**config.mk**
```make
export PLATFORM = sky130hd
export DESIGN_NAME = mii_tx_4b5b
export DESIGN_NICKNAME = d
export VERILOG_FILES = /design/src/rtl/mii_tx_4b5b.sv
export SDC_FILE = /design/constraint.sdc
export NUM_CORES = 1
export LEC_CHECK = 0
export BUFFER_PORTS_ARGS = -buffer_cell sky130_fd_sc_hd__buf_4
export CAP_MARGIN = 20
export CORE_AREA = 2 2 39 41
export CTS_CLUSTER_SIZE = 16
export DETAILED_ROUTE_END_ITERATION = 6
export DIE_AREA = 0 0 41 43
export MAX_ROUTING_LAYER = met4
export PLACE_DENSITY = 0.69
export SLEW_MARGIN = 40
export SYNTH_ARGS = -nofsm -noshare
export SYNTH_HDL_FRONTEND = slang
export SYNTH_SLANG_ARGS = --single-unit
```
**constraint.sdc**
```tcl
create_clock -name clk -period 1.4 [get_ports clk]
set_input_delay 0.14 -clock clk [delete_from_list [all_inputs] [get_ports clk]]
set_output_delay 0.14 -clock clk [all_outputs]
set_load 0.01 [all_outputs]
```
**src/rtl/mii_tx_4b5b.sv**
```systemverilog
module mii_tx_4b5b (
  input  logic       clk,
  input  logic       rst_n,
  input  logic       tx_en,
  input  logic       tx_er,
  input  logic [3:0] txd,
  output logic [4:0] code_grp,
  output logic       tx_active
);
  localparam logic [4:0] C_IDLE = 5'b11111;
  localparam logic [4:0] C_J    = 5'b11000;
  localparam logic [4:0] C_K    = 5'b10001;
  localparam logic [4:0] C_T    = 5'b01101;
  localparam logic [4:0] C_R    = 5'b00111;
  localparam logic [4:0] C_H    = 5'b00100;

  localparam logic [2:0] S_IDLE = 3'd0;
  localparam logic [2:0] S_J    = 3'd1;
  localparam logic [2:0] S_DATA = 3'd2;
  localparam logic [2:0] S_KEND = 3'd3;
  localparam logic [2:0] S_T    = 3'd4;
  localparam logic [2:0] S_R    = 3'd5;

  logic [2:0] st, st_nx;
  logic [4:0] grp_nx, dgrp;
  logic       act_nx;

  always_comb begin
    case (txd)
      4'h0: dgrp = 5'b11110;
      4'h1: dgrp = 5'b01001;
      4'h2: dgrp = 5'b10100;
      4'h3: dgrp = 5'b10101;
      4'h4: dgrp = 5'b01010;
      4'h5: dgrp = 5'b01011;
      4'h6: dgrp = 5'b01110;
      4'h7: dgrp = 5'b01111;
      4'h8: dgrp = 5'b10010;
      4'h9: dgrp = 5'b10011;
      4'hA: dgrp = 5'b10110;
      4'hB: dgrp = 5'b10111;
      4'hC: dgrp = 5'b11010;
      4'hD: dgrp = 5'b11011;
      4'hE: dgrp = 5'b11100;
      default: dgrp = 5'b11101;
    endcase
  end

  always_comb begin
    st_nx  = S_IDLE;
    grp_nx = C_IDLE;
    act_nx = 1'b0;
    case (st)
      S_IDLE, S_R: if (tx_en) begin
        st_nx = S_J; grp_nx = C_J; act_nx = 1'b1;
      end
      S_J: begin
        st_nx = tx_en ? S_DATA : S_KEND; grp_nx = C_K; act_nx = 1'b1;
      end
      S_DATA: begin
        act_nx = 1'b1;
        if (tx_en) begin
          st_nx = S_DATA; grp_nx = tx_er ? C_H : dgrp;
        end else begin
          st_nx = S_T; grp_nx = C_T;
        end
      end
      S_KEND: begin
        st_nx = S_T; grp_nx = C_T; act_nx = 1'b1;
      end
      S_T: begin
        st_nx = S_R; grp_nx = C_R; act_nx = 1'b1;
      end
      default: ;
    endcase
  end

  always_ff @(posedge clk) begin
    if (!rst_n) begin
      st        <= S_IDLE;
      code_grp  <= C_IDLE;
      tx_active <= 1'b0;
    end else begin
      st        <= st_nx;
      code_grp  <= grp_nx;
      tx_active <= act_nx;
    end
  end
endmodule


```
==> metrics.md <==
| Metric | Value |
|---|---|
| Status | completed |
| Crit-path max FO | 5 |
| Routed Antenna Nets | 0 |
| Clock buffer depth | 2 |
| Top cells by area, synth | dfxtp_1, nand3b_1, nand2b_1 |
| Top layer in use | met4 |
| Top FF cell, synth | dfxtp_1 |
| Number of enable flip-flop cells after synthesis | 0 |
| Post-synthesis async set-or-reset flop share | 0% |
| Row count | 14 |
| First-pass GRT wire length | 1.738 mm |
| Setup Viol. Count Final | 0 |
| Post-Syn Instances | 55 |
| FF-to-FF setup slack | about 0.095 ns |
| Core Box Area | 1384 um^2 |
| Post-DR vias/cell | 5.341 |
| Ports | 14 |
| Design area | 625.6 um^2 |
| Avg Cell Area, Syn | 8.622 um^2 |
| Ratio of cells with drive above 1 in the final layout | 29.17% |
| Data required, critical path | 1.58 ns |
| Utilization after layout | 45.21% |
| Commonest non-fill, non-tap cell in the layout | buf_4 |
| H-tree depth | 1 |
| Detail Placement HPWL | 768.5 um |
| Crit path launch type | flop |
| Top cell type's share of synthesized area | 37.99% |
| Syn-to-layout area delta | 31.93% |
| Met2 WL | between 400 and 500 um |
| Die ar. | 1763 um^2 |
| Final min period | approximately 1.3 ns |
| LEAKAGE | 0.2611 nW |
| Router iterations before antenna repair | 4 |
| Clk slew on worst S/H paths | 0.06 ns |
| Cell taking the most area after synthesis | dfxtp_1 |
| # resized after CTS | 0 |
| Crit Path Class | reg2reg |
| Final TNS setup | 0 ns |
| Post-Syn Area | 474.2 um^2 |
| Setup bufs post-CTS | 0 |
| Commonest cells after routing, fill and taps aside | buf_4, dfxtp_1 |
| # DRC | 0 |
| Finished Layout Cells | 88 |
| Drt first-iter violations | 21 |
| WL final | 1.067 mm |
| Crit path DAT | 1.48 ns |
| Via count | 470 |
| Clk_lat worst skew | roughly 0.26 ns |
| Placed cell areas | approximately 600 um^2 |
| Worst slew margin | 79.14% |
| GRT Resource Usage Total | 15.02% |
| Synth Register Bits | 9 |
| Total CTS buffers | 3 |
| Metal-1 WL | 501 um |
| Fin nets | 81 |
| Post-placement cell count | 84 |
| Ant diodes | 0 |
| Num Clock Sinks | 9 |
| Vias in the first global route | 386 |
| Max-cap check violation count | 0 |
| Worst Hold Class | in2reg |
| Unrepaired setup endpoints after global routing | no |
| Final hold violation count | 0 |
| GPL Wtd Cong | around 0.84 |
| Pwr Density | around 1100 nW/um^2 |
| GRT overflow | 0 |
| Syn nets | 63 |
| Final Max Slew Viols | 0 |
| Clk_skew | 0.002136 ns |
| Family with the most delay on the worst path | simple AND/OR/NAND/NOR gates |
| Largest net degree at the start of global routing | 11 |
| Die width | approximately 40 um |
| CP bufs+invs | 0 |
| Fin crit share | 93.18% |
| Yosys warning count | 0 |
| CTS tree | done |
| Crit path max-delay cell type | or3b_1 |
| Crit-path cells | nor2b_2 -> or3b_1 -> o221ai_1 |
| Initial antenna violation count | 0 |
| Buffers added on ports | 13 |
| Initial Util | 34.27% |
| Crit-path max cell delay | roughly 0.4 ns |
| FMAX | between 700 and 800 MHz |
| CTS root buffer | clkbuf_4 |
| Worst Max-Slew Pin Slew | between 0.3 and 0.4 ns |
| Worst vdd ir | 0.3656 mV |
| Crit end category | flop |
| Seq/Total Area, Yosys | 37.99% |
| Met3 wire length | 60 um |
| Distinct cells, synth | 27 |
| CTS Hold Bufs | 0 |
| Avg WL per Cell | 12.13 um |
| Chip Height | between 40 and 50 um |
flip-flops by register name, summed over array words and instances, names as in the netlist:
register,count
code_grp,5
tx_active,1
st,3
area by class of cell:
cell class                 count  area (um^2)
fill                         138        758.2
multi-input combinational     40        267.8
sequential                     9        180.2
timing repair buffer          16        120.1
clock buffer                   4        26.28
tap                           16        20.02
inverter                       3        11.26
worst reg2reg max path: cells and delay by family, from the launching register on:
| family | cells | cell delay (ns) |
|---|---|---|
| compound gates | 1 | 0.18 |
| flops | 1 | 0.38 |
| simple gates | 2 | 0.67 |
metal layers:
| metal | GRT usage (%) | up-vias |
|---|---|---|
| met5 | - | - |
| met4 | 8.000 | 0 |
| met3 | 3.141 | 4 |
| met2 | 18.75 | 15 |
| met1 | 21.86 | 216 |
| li1 | - | 235 |
path summary, 6_finish.rpt:
kind / cells after the start / start / endpoint
setup reg to reg: 3 / st[1] / code_grp[1]
hold / removal: 2 / rst_n / code_grp[4]
setup / recovery: 3 / st[1] / code_grp[1]
hold reg to reg: 2 / st[1] / st[1]
synth_stat cells, drive strengths merged (2+ instances only):
cell type	n
nor2	4
a21oi	4
nand2b	5
inv	3
dfxtp	9
o221ai	2
nand3b	4
o31ai	2
buf	3
nor3	2
nand3	2
power breakdown:
group	switching [mW]	internal, mW
registers	0.0215	0.284
logic	0.0817	0.0953
clock network	0.0928	0.110
cell families after synthesis:
family,synth area share (%)
compound gates,24.54
xor+xnor,1.847
buf+inv,5.540
flops,37.99
simple gates,30.08
stage by stage:
| step | hold WS [ns] | power (mW) | setup slack, ns |
|---|---|---|---|
| 4_1_cts | 0.1097 | 0.6936 | 0.09987 |
| 5_1_grt | 0.1233 | 0.7329 | 0.01216 |
| 3_3_place_gp | 0.3810 | 0.4844 | 0.1397 |
| 3_5_place_dp | 0.3833 | 0.4877 | 0.1180 |
| 2_1_floorplan | 0.2118 | 0.4089 | 0.2816 |
| 6_report | 0.1135 | 0.6855 | 0.09542 |
No activity file was read; power rests on OpenSTA's default activity.
